File: src/rtl/lpc_pkg.sv
package lpc_pkg;
    typedef enum logic [1:0] {
        PS_RUN    = 2'd0,
        PS_DOWN   = 2'd1,
        PS_SETTLE = 2'd2
    } pwr_state_e;
endpackage

File: src/rtl/lpc_sync.sv
// Two-flop synchroniser for single-bit flags entering the low-power domain.
module lpc_sync #(
    parameter int W = 1
) (
    input  logic         clk,
    input  logic         rst_n,
    input  logic [W-1:0] d_in,
    output logic [W-1:0] d_out
);
    typedef struct packed {
        logic [W-1:0] s1;
        logic [W-1:0] s2;
    } sync_t;

    sync_t q, d;

    always_comb begin
        d    = q;
        d.s1 = d_in;
        d.s2 = q.s1;
    end

    always_ff @(posedge clk or negedge rst_n) begin
        if (!rst_n) q <= '0;
        else        q <= d;
    end

    assign d_out = q.s2;
endmodule

File: src/rtl/lpc_rtc.sv
// Free-running calendar counter with a coherent two-half capture.
module lpc_rtc #(
    parameter int RTC_W = 64
) (
    input  logic               clk,
    input  logic               rst_n,
    input  logic               rd_req,
    output logic [RTC_W/2-1:0] lo_o,
    output logic [RTC_W/2-1:0] hi_o,
    output logic [RTC_W-1:0]   cnt_o
);
    localparam int HALF = RTC_W / 2;

    typedef struct packed {
        logic [RTC_W-1:0] cnt;
        logic [HALF-1:0]  lo;
        logic [HALF-1:0]  hi;
    } rtc_t;

    rtc_t q, d;

    always_comb begin
        d     = q;
        d.cnt = q.cnt + 1'b1;
        if (rd_req) begin
            d.lo = q.cnt[HALF-1:0];
            d.hi = q.cnt[RTC_W-1:HALF];
        end
    end

    always_ff @(posedge clk or negedge rst_n) begin
        if (!rst_n) q <= '0;
        else        q <= d;
    end

    assign lo_o  = q.lo;
    assign hi_o  = q.hi;
    assign cnt_o = q.cnt;
endmodule

File: src/rtl/lpc_timer.sv
// Shared down-counter: wake alarm or keyed watchdog with a reset pulse stretcher.
module lpc_timer #(
    parameter int              TMR_W   = 16,
    parameter int              KEY_W   = 16,
    parameter logic [KEY_W-1:0] KEY    = 16'hC35A,
    parameter int              RST_LEN = 2
) (
    input  logic             clk,
    input  logic             rst_n,
    input  logic             load,
    input  logic [TMR_W-1:0] load_val,
    input  logic             wd_sel,
    input  logic             kick,
    input  logic [KEY_W-1:0] kick_val,
    output logic             alarm_fire,
    output logic             wd_fire,
    output logic             wd_rst
);
    localparam int RC_W = $clog2(RST_LEN + 1);

    typedef struct packed {
        logic [TMR_W-1:0] cnt;
        logic [TMR_W-1:0] reload;
        logic             armed;
        logic [RC_W-1:0]  rst_cnt;
    } tmr_t;

    tmr_t q, d;
    logic expire;

    always_comb begin
        expire = q.armed && (q.cnt == '0) && !load;
        d      = q;
        if (q.rst_cnt != '0) d.rst_cnt = q.rst_cnt - 1'b1;
        if (load) begin
            d.cnt    = load_val;
            d.reload = load_val;
            d.armed  = 1'b1;
        end else if (q.armed) begin
            if (q.cnt == '0)                              d.armed = 1'b0;
            else if (wd_sel && kick && (kick_val == KEY)) d.cnt   = q.reload;
            else                                          d.cnt   = q.cnt - 1'b1;
        end
        if (expire && wd_sel) d.rst_cnt = RC_W'(RST_LEN);
    end

    always_ff @(posedge clk or negedge rst_n) begin
        if (!rst_n) q <= '0;
        else        q <= d;
    end

    assign alarm_fire = expire && !wd_sel;
    assign wd_fire    = expire && wd_sel;
    assign wd_rst     = (q.rst_cnt != '0);
endmodule

File: src/rtl/lpc_ctrl.sv
// Power-state sequencer: run / sleep / settle, driven from the low-power clock.
module lpc_ctrl
    import lpc_pkg::*;
#(
    parameter int               RTC_W    = 64,
    parameter int               TMR_W    = 16,
    parameter int               SETTLE_W = 8,
    parameter int               KEY_W    = 16,
    parameter logic [KEY_W-1:0] KEY      = 16'hC35A,
    parameter int               RST_LEN  = 2
) (
    input  logic                clk,
    input  logic                rst_n,
    input  logic                pd_req,
    input  logic                pd_stop_pll,
    input  logic [SETTLE_W-1:0] settle_len,
    input  logic                clk_stable_in,
    input  logic                tmr_wr,
    input  logic [TMR_W-1:0]    tmr_wr_val,
    input  logic                tmr_wd_sel,
    input  logic                kick_wr,
    input  logic [KEY_W-1:0]    kick_val,
    input  logic                rtc_rd,
    output logic [RTC_W/2-1:0]  rtc_lo_o,
    output logic [RTC_W/2-1:0]  rtc_hi_o,
    output logic                core_clk_en,
    output logic                pll_run,
    output logic                wd_reset,
    output logic [1:0]          pwr_state
);
    typedef struct packed {
        pwr_state_e          st;
        logic                pll_off;
        logic [SETTLE_W-1:0] settle;
    } fsm_t;

    fsm_t q, d;
    logic stable_s;
    logic alarm_fire;
    logic wd_fire;
    logic [RTC_W-1:0] rtc_cnt;

    lpc_sync #(.W(1)) u_sync (
        .clk   (clk),
        .rst_n (rst_n),
        .d_in  (clk_stable_in),
        .d_out (stable_s)
    );

    lpc_rtc #(.RTC_W(RTC_W)) u_rtc (
        .clk    (clk),
        .rst_n  (rst_n),
        .rd_req (rtc_rd),
        .lo_o   (rtc_lo_o),
        .hi_o   (rtc_hi_o),
        .cnt_o  (rtc_cnt)
    );

    lpc_timer #(
        .TMR_W   (TMR_W),
        .KEY_W   (KEY_W),
        .KEY     (KEY),
        .RST_LEN (RST_LEN)
    ) u_tmr (
        .clk        (clk),
        .rst_n      (rst_n),
        .load       (tmr_wr),
        .load_val   (tmr_wr_val),
        .wd_sel     (tmr_wd_sel),
        .kick       (kick_wr),
        .kick_val   (kick_val),
        .alarm_fire (alarm_fire),
        .wd_fire    (wd_fire),
        .wd_rst     (wd_reset)
    );

    always_comb begin
        d = q;
        unique case (q.st)
            PS_RUN: begin
                if (pd_req) begin
                    d.st      = PS_DOWN;
                    d.pll_off = pd_stop_pll;
                end
            end
            PS_DOWN: begin
                if (alarm_fire) begin
                    d.st     = PS_SETTLE;
                    d.settle = q.pll_off ? settle_len : '0;
                end
            end
            PS_SETTLE: begin
                if (q.settle != '0) d.settle = q.settle - 1'b1;
                else if (stable_s)  d.st     = PS_RUN;
            end
            default: d.st = PS_RUN;
        endcase
        if (wd_fire) d.st = PS_RUN;
    end

    always_ff @(posedge clk or negedge rst_n) begin
        if (!rst_n) q <= '{st: PS_RUN, pll_off: 1'b0, settle: '0};
        else        q <= d;
    end

    assign core_clk_en = (q.st == PS_RUN);
    assign pll_run     = !((q.st == PS_DOWN) && q.pll_off);
    assign pwr_state   = q.st;
endmodule

File: config.mk
export PLATFORM = sky130hd
export DESIGN_NAME = lpc_ctrl
export DESIGN_NICKNAME = d
export VERILOG_FILES = /design/src/rtl/lpc_pkg.sv /design/src/rtl/lpc_sync.sv /design/src/rtl/lpc_rtc.sv /design/src/rtl/lpc_timer.sv /design/src/rtl/lpc_ctrl.sv
export SDC_FILE = /design/constraint.sdc
export NUM_CORES = 1
export LEC_CHECK = 0
export BUFFER_PORTS_ARGS = -buffer_cell sky130_fd_sc_hd__buf_2
export CAP_MARGIN = 10
export CORE_MARGIN = 2
export CORE_UTILIZATION = 57
export CTS_CLUSTER_DIAMETER = 200
export CTS_CLUSTER_SIZE = 20
export DETAILED_ROUTE_END_ITERATION = 12
export HOLD_SLACK_MARGIN = 0.1
export PLACE_DENSITY = 0.77
export RECOVER_POWER = 100
export SLEW_MARGIN = 20
export SYNTH_ARGS = -nofsm -noshare
export SYNTH_HDL_FRONTEND = slang
export SYNTH_HIERARCHICAL = 1
export SYNTH_SLANG_ARGS = --single-unit
File: constraint.sdc
create_clock -name clk -period 3.24 [get_ports clk]
set_input_delay 0.486 -clock clk [delete_from_list [all_inputs] [get_ports clk]]
set_output_delay 0.486 -clock clk [all_outputs]
set_load 0.1 [all_outputs]
**Word level (Yosys, flattened, before mapping)**

Cells that the tools add are included.
Widths: inputs -> output; s select.

- Multiplexer cells: 19
- Add/sub/neg operators: 4
- Eq/ne operators: 10
- Reduce and logical (&&, ||, !) cells: 21

Operators with widths:

| cell | number |
|---|---|
| $add 64x1->64 const B | 1 |
| $mux 16 | 4 |
| $mux 8 | 3 |
| $eq 16x16->1 const B | 1 |
| $logic_not 16->1 | 1 |
| $pmux 8 s2 | 1 |
| $sub 16x1->16 const B | 1 |
| $mux 2 | 6 |
| $ne 3x2->1 const B | 3 |
| $reduce_bool 2->1 | 4 |
| $reduce_bool 8->1 | 1 |
| $sub 8x1->8 const B | 1 |
| $logic_and 1x1->1 | 7 |
| $ne 2x2->1 const B | 3 |
| $pmux 2 s3 | 1 |
| $reduce_and 2->1 | 2 |
| $reduce_and 4->1 | 1 |
| $logic_not 1->1 | 3 |
| $mux 1 | 3 |
| $mux 3 | 1 |
| $ne 3x1->1 const B | 1 |
| $reduce_and 3->1 | 1 |
| $eq 2x1->1 const B | 1 |
| $eq 2x2->1 const B | 1 |
| 2 further kinds | 2 |

- Output and inout bits: 69
- Input port bits: 49
- Logic and storage cells: 66
- Register bits after elaboration: 176

**Logic depth before layout (Yosys ltp)**

Gate-level depths: netlist (run 1).

- Depth in word-level cells: 7
- Mapped depth: 10
- Depth with buffers taken out: 9

**By module**

The synthesis (run 1) kept the hierarchy.

By module, submodules not included:

| module | instances | seq. area each (um^2) | area an instance (um^2) | cells each |
|---|---|---|---|---|
| lpc_rtc | 1 | 3,203.1 | 5,316.3 | 410 |
| lpc_timer | 1 | 875.8 | 2,128.3 | 213 |
| lpc_ctrl | 1 | 275.3 | 744.5 | 81 |
| lpc_sync | 1 | 50.0 | 50.0 | 2 |

**Worst setup path after synthesis (run 1)**

No wires, ideal clock.

- Kind: input-to-reg
- Start point: input port tmr_wr
- End point: register q[3] (netlist name)
- Library setup time: 0.126 ns
- Required time: 3.114 ns
- Cell stages on the path: 7
- Arrival time: 2.384 ns
- Path slack: 0.730 ns
- Path buffers: 2
- Path through: buf_2 > or4b_2 > nor4_1 > and3b_1 > buf_2 > nor2_4 > a221o_1

RTL lines:

| what | RTL line | RTL |
|---|---|---|
| start, declared | lpc_ctrl.sv:18 | `input logic tmr_wr,` |

**Final worst setup path (run 1)**

- Start point: input port tmr_wr
- End point: register u_tmr/q[34] (netlist bit)

- Word-level cells in the longest chain between the ends: 2
- Elaborated cells on any way between the ends: 4
- Classes of those cells: 1 x eq/ne; 1 x mux; 2 x reduce/logical

Ends and longest elaborated chain:

| what | RTL line | RTL |
|---|---|---|
| $ne 2x2->1 (no source line) / $reduce_bool 2->1 (equally long branches) | - |  |
| $reduce_and 2->1 (no source line) | - |  |
| end signal, assigned | lpc_timer.sv:48 | `if (!rst_n) q <= '0;` |
| end signal, assigned | lpc_timer.sv:49 | `else q <= d;` |
| end, declared | lpc_timer.sv:28 | `tmr_t q, d;` |

Several ways; a longest one is shown, not always the timed one.
A chain may end at the register's enable or synchronous reset.

==> results.ini, run 1 <==
[floorplanning]
dieArea_sq_um = 15430
rows = 43
start_util_pct = 58.90
die_h_um = 124.2
design.core.area_sq_um = 13990
ios = 118
die-width_um = 124.2

[setup_path]
cp_slowest_cell = clkbuf_1
r2r_end = q[3]
cp.arrival_ps = 3080
crit_type = in -> reg
worstSetupStartpointType = primary input
critPathMaxFanout = 45
max_stage_delay_ps = 1310
worstRegToRegCells = 9
path_cells = buf_2, clkbuf_1, inv_1, o22a_1, a22o_1
regToRegStartpoint = u_tmr/q[19]
critical_path_required_ps = 3550
cp-end-kind = flop
reg2reg_slack_ps = 500

[clock_network]
clkTransAtPathRegs_ps = 70
cts_max_level = 4
cts_tree = built
cts_inserted_buffers = 17
ctsResizeCount = 0
clock_path_buffers = 2
clk-insertion-delay-late_ps = 430
post_cts_buffers = 0
clock_sinks = 176
cts-root-buf = clkbuf_16
ctsHoldBuffers = 1

[outcome]
status = complete, but fails checks
violations = max-capacitance violations, max-slew violations

[timing]
slew_headroom_pct = -22.18
finalSetupTns_ps = 0
whs_ps = 167.8
finalSetupViolCount = 0
timing.fmax_ghz = 0.3607
fin_crit_ps = 2772
drv_slew = 78
hold_viol_final = 0
tightest_slew_ps = 1833
finClkSkew_ps = 11.45
timing.final.crit_share_pct = 85.56
grt_setup_unrepaired = no

[power_and_ir_drop]
cellPowerDensity_nw_per_um2 = 521.8
peakVddDrop_v = 0.0003841
p_leak_nw = 4.334

[detailed_routing]
viasPerCell = 5.937
dr_total_vias = 6014
antenna_left = 0
drt-wirelength-per-cell_um = 17.64
drt_pass1_iterations = 7
drc = 0
drt_iter0_drc = 497
wl_mm = 17.87

[synthesis]
async_flop_share_pct = 100.0
yosys.cell_types.count = 75
synthCells = 706
synth_seq_area_share_pct = 53.45
ys_seq_elements = 176
avgSynthCellArea_sq_um = 11.67
yosysWarnings = 6
synth.cell_area_sq_um = 8239
synth.net_count = 760
synth_edf_count = 0
synthFlopType = dfrtp_1

[global_route]
grt_pass1_vias = 5896
grtUsageMet2_pct = 38.41
met1_usage_pct = 31.38
gr-usage-met3_pct = 5.766
grt_util_all_layers_pct = 23.49
antenna_found_initial = 0
grt_pass1_wl_mm = 29.75
busiest_layer = met2
globalRouteOverflowTotal = 0
grt_start_max_net_pins = 69

[min_path]
min_to = u_sync/d[0]
hold_start = clk_stable_in
hold_path_class = in -> reg
hold_depth = 1

[placement]
port_buffers = 117
gp_congestion = 0.8746
place_hpwl_mm = 12.19
placed_cells = 980

[layout]
antenna_cells = 0
instances_no_fill = 1013
num-fill-cells = 1109
drive_above_1_share_pct = 21.49
layout.cells.most_common_list = 176 x dfrtp_1, 76 x clkbuf_1, 74 x mux2_2, 46 x buf_2, 39 x nor2_1
area_growth_pct = 14.26
fin_nets = 874
layout_commonest_cell = dfrtp_1

[flow_run]
cap_violations = 2

==> cells in the mapped netlist, types with 3 or more instances <==
| library cell | number | area share [%] |
|---|---|---|
| nand3b_1 | 3 | 0.27 |
| inv_1 | 26 | 1.2 |
| nand2_1 | 38 | 1.7 |
| nor4_2 | 4 | 0.61 |
| o21ai_0 | 16 | 0.97 |
| nor2_1 | 38 | 1.7 |
| dfrtp_1 | 176 | 53 |
| and3_1 | 13 | 0.99 |
| and4b_1 | 3 | 0.36 |
| clkbuf_1 | 18 | 0.82 |
| a31oi_1 | 7 | 0.53 |
| nand3_1 | 36 | 2.2 |
| a211oi_1 | 3 | 0.27 |
| a21oi_1 | 11 | 0.67 |
| and4_1 | 5 | 0.53 |
| o22a_1 | 3 | 0.32 |
| nand2b_1 | 4 | 0.30 |
| xnor2_1 | 37 | 3.9 |
| xor2_1 | 31 | 3.3 |
| nor4_1 | 6 | 0.46 |
| mux2_2 | 74 | 10 |
| nand4_1 | 27 | 2.1 |
| buf_2 | 4 | 0.24 |
| ha_1 | 5 | 0.76 |
| o31ai_1 | 6 | 0.55 |
| a2bb2oi_1 | 4 | 0.43 |
| nor2b_1 | 3 | 0.23 |
| nor3_1 | 29 | 1.8 |
| buf_4 | 5 | 0.46 |
| a211o_1 | 6 | 0.64 |
| and2_1 | 3 | 0.23 |
| o211ai_1 | 9 | 0.82 |
==> cell type report <==
class	count	area [sq um]	share of cell area, %
clock buffer	20	446.7	4.745
clock inverter	12	146.4	1.555
inverter	26	97.59	1.037
multi-input combinational	473	3548	37.69
sequential	176	4404	46.78
tap	180	225.2	2.392
timing repair buffer	126	545.5	5.795
==> worst max-delay path, delay by kind of cell <==
| kind | cells | cell delay (ps) |
|---|---|---|
| compound gates | 2 | 550 |
| buf+inv | 3 | 2030 |
==> stage by stage <==
stage	setup WS, ps	area, sq um	utilization [%]	power, W
after floorplan	730.2	8239	-	0.002727
after global placement	584.7	8986	64.24	0.002870
after detailed placement	541.2	8986	64.24	0.002888
after CTS	536.2	9589	68.55	0.004960
after global routing	190.2	9414	67.30	0.005101
final	467.8	9414	67.30	0.004913
==> per-layer routing <==
layer | routed length [um] | part of all wire, %
met1 | 7820 | 44
met2 | 8798 | 49
met3 | 963 | 5.4
met4 | 282 | 1.6
met5 | 0 | 0
==> logic make-up after synthesis <==
logic type,after synthesis,share of synthesized area (%)
DFF,176,53.45
AOI/OAI and AO/OA,90,8.337
muxes,75,10.24
and+or+nand+nor,235,16.92
adders and majority gates,5,0.7593
buffers and inverters,57,3.068
xor gates and xnor gates,68,7.229
==> power breakdown <==
group	internal [W]	switching [W]
Clock	0.00118	0.000900
Sequential	0.00228	0.0000850
Combinational	0.000169	0.000304
==> worst max path at each step <==
stage                      from          end  slack [ps]  cells past startpoint
floorplan                tmr_wr         q[3]         730                      7
global placement    u_tmr/q[19]         q[3]         580                      9
detailed placement  u_tmr/q[19]         q[3]         540                      9
CTS                 u_tmr/q[19]         q[3]         540                      9
global route             tmr_wr  u_tmr/q[34]         190                      5
finish                   tmr_wr  u_tmr/q[34]         470                      5
==> state kept, by name (all words and copies together), names as in the netlist <==
signal,cells
u_rtc/cnt_o,64
u_tmr/q,35
u_rtc/hi_o,32
u_rtc/lo_o,32
q,9
pwr_state,2
u_sync/d,1
u_sync/d_out,1
(Power assumes the default switching activity.)
==> run 2, diff against run 1 <==
CORE_UTILIZATION = 62   (was 57)
PLACE_DENSITY = 0.83   (was 0.77)
clock period = 3.3 ns   (was 3.24 ns; I/O delays follow)
==> run 2 against run 1 <==
  * Critical endpoint unchanged
  * Critical path depth unchanged
  * Highest routed layer unchanged
  * Cell area decreased by 0.29%
  * Combinational power about the same
  * The run still ends with max-capacitance violations, max-slew violations left
  * Die area decreased by 7.8%
  * Total power decreased by 2.3%
  * Wire length increased by 0.93%
  * First-iteration DRC count increased by 36%
==> results.ini, run 2 (synthesis gave the netlist of run 1 again) <==
[global_route]
grt_util_all_layers_pct = 26.94
globalRouteOverflowTotal = 0
grt_start_max_net_pins = 74
grt_pass1_wl_mm = 30.51
antenna_found_initial = 0
grt_pass1_vias = 6220

[layout]
drive_above_1_share_pct = 21.49
fin_nets = 874
largest_register_ff_count = 64
layout.cells.most_common_list = 176 x dfrtp_1, 76 x clkbuf_1, 74 x mux2_2, 46 x buf_2, 39 x nor2_1
antenna_cells = 0
final_area_sq_um = 9387
layout_commonest_cell = dfrtp_1
instances_no_fill = 1009
area_growth_pct = 13.93

[timing]
grt_setup_unrepaired = no
finalSetupViolCount = 0
slew_headroom_pct = -25.09
finalSetupTns_ps = 0
finClkSkew_ps = 10.18
timing.final.crit_share_pct = 86.34
drv_slew = 185
tightest_slew_ps = 1876
fin_crit_ps = 2849
hold_viol_final = 0
timing.fmax_ghz = 0.3510

[floorplanning]
ios = 118
rows = 42
die-width_um = 119.3
die_h_um = 119.3
start_util_pct = 62.97
design.core.area_sq_um = 13090
dieArea_sq_um = 14230

[setup_path]
crit_path_frequent_cell = clkbuf_1
crit_type = in -> reg
cp.arrival_ps = 3160
reg2reg_slack_ps = 510
cp-end-kind = flop
path_cells = clkbuf_1, clkbuf_1, inv_1, o22a_1, a22o_1
worstSetupStartpointType = primary input
cp_slowest_cell = clkbuf_1
critPathMaxFanout = 45
critical_path_required_ps = 3610
max_stage_delay_ps = 1360

[clock_network]
cts-root-buf = clkbuf_16
cts_max_level = 4
clock_sinks = 176
cts_tree = built
clock_path_buffers = 2
ctsResizeCount = 0
cts_inserted_buffers = 17
ctsHoldBuffers = 0
clk-insertion-delay-late_ps = 420
clkTransAtPathRegs_ps = 60
post_cts_buffers = 0

[flow_run]
cap_violations = 3

[outcome]
violations = max-capacitance violations, max-slew violations
status = complete, but fails checks

[detailed_routing]
antenna_left = 0
drt-wirelength-per-cell_um = 17.87
drt_iter0_drc = 675
dr_total_vias = 6066
viasPerCell = 6.012
drt_pass1_iterations = 6
wl_mm = 18.03
drc = 0

[placement]
gp_congestion = 0.8354
place_area_sq_um = 8964
place_hpwl_mm = 12.28
port_buffers = 117
placed_cells = 977

[power_and_ir_drop]
peakVddDrop_v = 0.0004364
finalPower_w = 0.004802
p_leak_nw = 4.316
cellPowerDensity_nw_per_um2 = 511.6

[min_path]
hold_path_class = in -> reg

[run 2: cell types whose count changed in the layout (fill, tap and decap cells not counted)]
cell,change
clkbuf_2,+1
clkbuf_4,-1
clkinv_2,+1
dlygate4sd3_1,-1
nor4_1,+1
nor4_4,-1
[run 2: final timing paths]
check | startpoint | end | cells after the start
min | clk_stable_in | u_sync/d[0] | 1
min reg2reg | u_sync/d[0] | u_sync/d_out | 0
min in group asynchronous | rst_n | u_tmr/q[11] | 1
max in group asynchronous | rst_n | u_rtc/cnt_o[51] | 2
max | tmr_wr | u_tmr/q[34] | 5
max reg2reg | u_tmr/q[19] | q[3] | 9
[run 2: worst max-delay path: cells and delay by family]
kind                   cells  cell delay (ps)
buffers and inverters      3             2100
AO/OA/AOI/OAI              2              550
[run 2: metrics by stage]
step / util, % / setup slack, ps / hold slack (ps)
detailed placement: 68.50 / 615.6 / 364.2
global placement: 68.50 / 635.2 / 359.3
floorplan: - / 781.2 / 199.4
CTS: 73.04 / 578.0 / 105.2
global route: 71.73 / 230.0 / 166.4
finish: 71.73 / 450.7 / 179.2
[run 2: metal layers]
metal	part of all wire (%)	GRT usage, %
met2	51	45.40
met3	5.2	5.795
met4	1.8	9.524
met5	0	0
met1	42	34.61
[run 2: cell type report]
type	instances	area [sq um]
inverters	26	97.59
clock buffers	19	442.9
well taps	176	220.2
flip-flops and latches	176	4404
fillers	940	3699
repair buffers	126	536.8
multi-input cells	473	3533
clock inverters	13	151.4
[run 2: power breakdown]
group	switching (W)	internal, W
clock	0.000853	0.00115
combinational	0.000306	0.000167
sequential	0.0000867	0.00224
total	0.00125	0.00356
==> run 3, diff against run 2 <==
CORE_ASPECT_RATIO = 0.6   (was default)
CORE_UTILIZATION = 57   (was 62)
PLACE_DENSITY = 0.77   (was 0.83)
clock period = 2.7 ns   (was 3.3 ns; I/O delays follow)
==> run 3 against run 2 <==
  * The run still ends with max-capacitance violations, max-slew violations left
  * Via count increased by 2.6%
  * Clock skew increased by 10 ps
  * Sequential cell count unchanged
  * Critical path depth increased by 3
  * Register-to-register slack got worse by 420 ps
  * Critical path type is now reg -> reg
  * Critical endpoint is now u_tmr/q[30]
  * Largest cell class unchanged
==> results.ini, run 3 (synthesis gave the netlist of run 1 again) <==
[outcome]
status = complete, but fails checks
violations = max-capacitance violations, max-slew violations

[clock_network]
clkTransAtPathRegs_ps = 80
clock_path_buffers = 2
cts_inserted_buffers = 17
clock_sinks = 176
cts-root-buf = clkbuf_16
cts_max_level = 4
clk-insertion-delay-late_ps = 420
cts_tree = built

[placement]
port_buffers = 117
gp_congestion = 0.8773
place_hpwl_mm = 13.36

[detailed_routing]
drt_pass1_iterations = 5
antenna_left = 0
viasPerCell = 6.026
drc = 0
wl_mm = 19.10
drt_iter0_drc = 439
dr_total_vias = 6225
drt-wirelength-per-cell_um = 18.48

[floorplanning]
die_h_um = 97.13
dieArea_sq_um = 15460
ios = 118
die-width_um = 159.2
start_util_pct = 59.39
design.core.area_sq_um = 13870
rows = 33

[global_route]
busiest_layer = met2
globalRouteOverflowTotal = 0
grtUsageMet2_pct = 37.66
grt_pass1_vias = 6232
grt_util_all_layers_pct = 25.64
gr-usage-met3_pct = 5.933
met1_usage_pct = 37.58
grt_pass1_wl_mm = 31.76
grt_start_max_net_pins = 112
antenna_found_initial = 0

[setup_path]
critPathMaxFanout = 25
max_stage_delay_ps = 750
critical_path_required_ps = 3020
cp_slowest_cell = o22a_1
worstSetupStartpointType = flop
path_cells = inv_1, ha_1, nor4b_4, clkbuf_4, nand4_1, o22a_1, o21ai_0, o2bb2ai_1
crit_type = reg -> reg
reg2reg_slack_ps = 90
cp-end-kind = flop
cp.arrival_ps = 2930

[timing]
tightest_slew_ps = 1607
finClkSkew_ps = 20.14
hold_viol_final = 0
fin_crit_ps = 2610
slew_headroom_pct = -7.140
drv_slew = 66
timing.fmax_ghz = 0.3831
timing.final.crit_share_pct = 96.67
finalSetupTns_ps = 0
finalSetupViolCount = 0

[power_and_ir_drop]
p_leak_nw = 4.367
peakVddDrop_v = 0.0003071
finalPower_w = 0.005928
cellPowerDensity_nw_per_um2 = 623.9

[layout]
layout_commonest_cell = dfrtp_1
fin_nets = 882
drive_above_1_share_pct = 22.12
layout.cells.most_common_list = 176 x dfrtp_1, 74 x mux2_2, 73 x clkbuf_1, 46 x buf_2
area_growth_pct = 15.32
antenna_cells = 0
largest_register_ff_count = 64

[min_path]
hold_path_class = in -> reg

[flow_run]
cap_violations = 1

run 3: cell type report:
cell class	count	area (sq um)
Multi-Input combinational cell	473	3526
Timing Repair Buffer	134	614.3
Tap cell	192	240.2
Inverter	26	97.59
Clock inverter	15	193.9
Sequential cell	176	4404
Clock buffer	17	425.4
Fill cell	1108	4372
run 3: final timing paths:
kind,from,endpoint,depth (start not counted)
setup / recovery,u_tmr/q[19],u_tmr/q[30],8
hold / removal,pd_stop_pll,q[8],2
setup reg to reg,u_tmr/q[19],u_tmr/q[30],8
hold reg to reg,u_sync/d[0],u_sync/d_out,0
max in group asynchronous,rst_n,q[1],3
min in group asynchronous,rst_n,u_tmr/q[5],3
run 3: power by group:
part	total, W	leakage (nW)	switching, W	internal, W
Sequential	0.00284	2.32	0.000109	0.00273
Combinational	0.000577	1.74	0.000370	0.000206
Clock	0.00251	0.302	0.00117	0.00134
run 3: worst max-delay path, delay by kind of cell (launching register included):
kind                       cells  cell delay (ps)
and+or+nand+nor                2              290
AOI/OAI and AO/OA              3             1350
buffers and inverters          2              230
DFF                            1              390
adders and majority gates      1              250
run 3: what timing repair did:
action / CTS / global route
hold buffers: 2 / 0
buffers inserted: 0 / 1
gates resized for setup: 0 / 1
setup endpoints to repair: 0 / 1
hold endpoints to repair: 112 / 0
run 3: per-layer routing:
layer	part of all wire, %	wire, um	vias up
met5	0	0	-
met4	2.3	448	0
met3	6.9	1325	49
met2	44	8379	270
met1	47	8942	3083
li1	-	-	2823
run 3: stage by stage:
stage               area (sq um)  utilization [%]  std cells  hold WS [ps]  setup slack (ps)
detailed placement          9034            65.12        998         341.0             213.7
global placement            9034            65.12        998         340.0             198.0
global route                9502            68.49       1033         215.7            -76.25
finish                      9502            68.49       1033         214.5             89.83
CTS                         9673            69.72       1032         202.7             109.8
floorplan                   8239                -        706         109.4             268.3
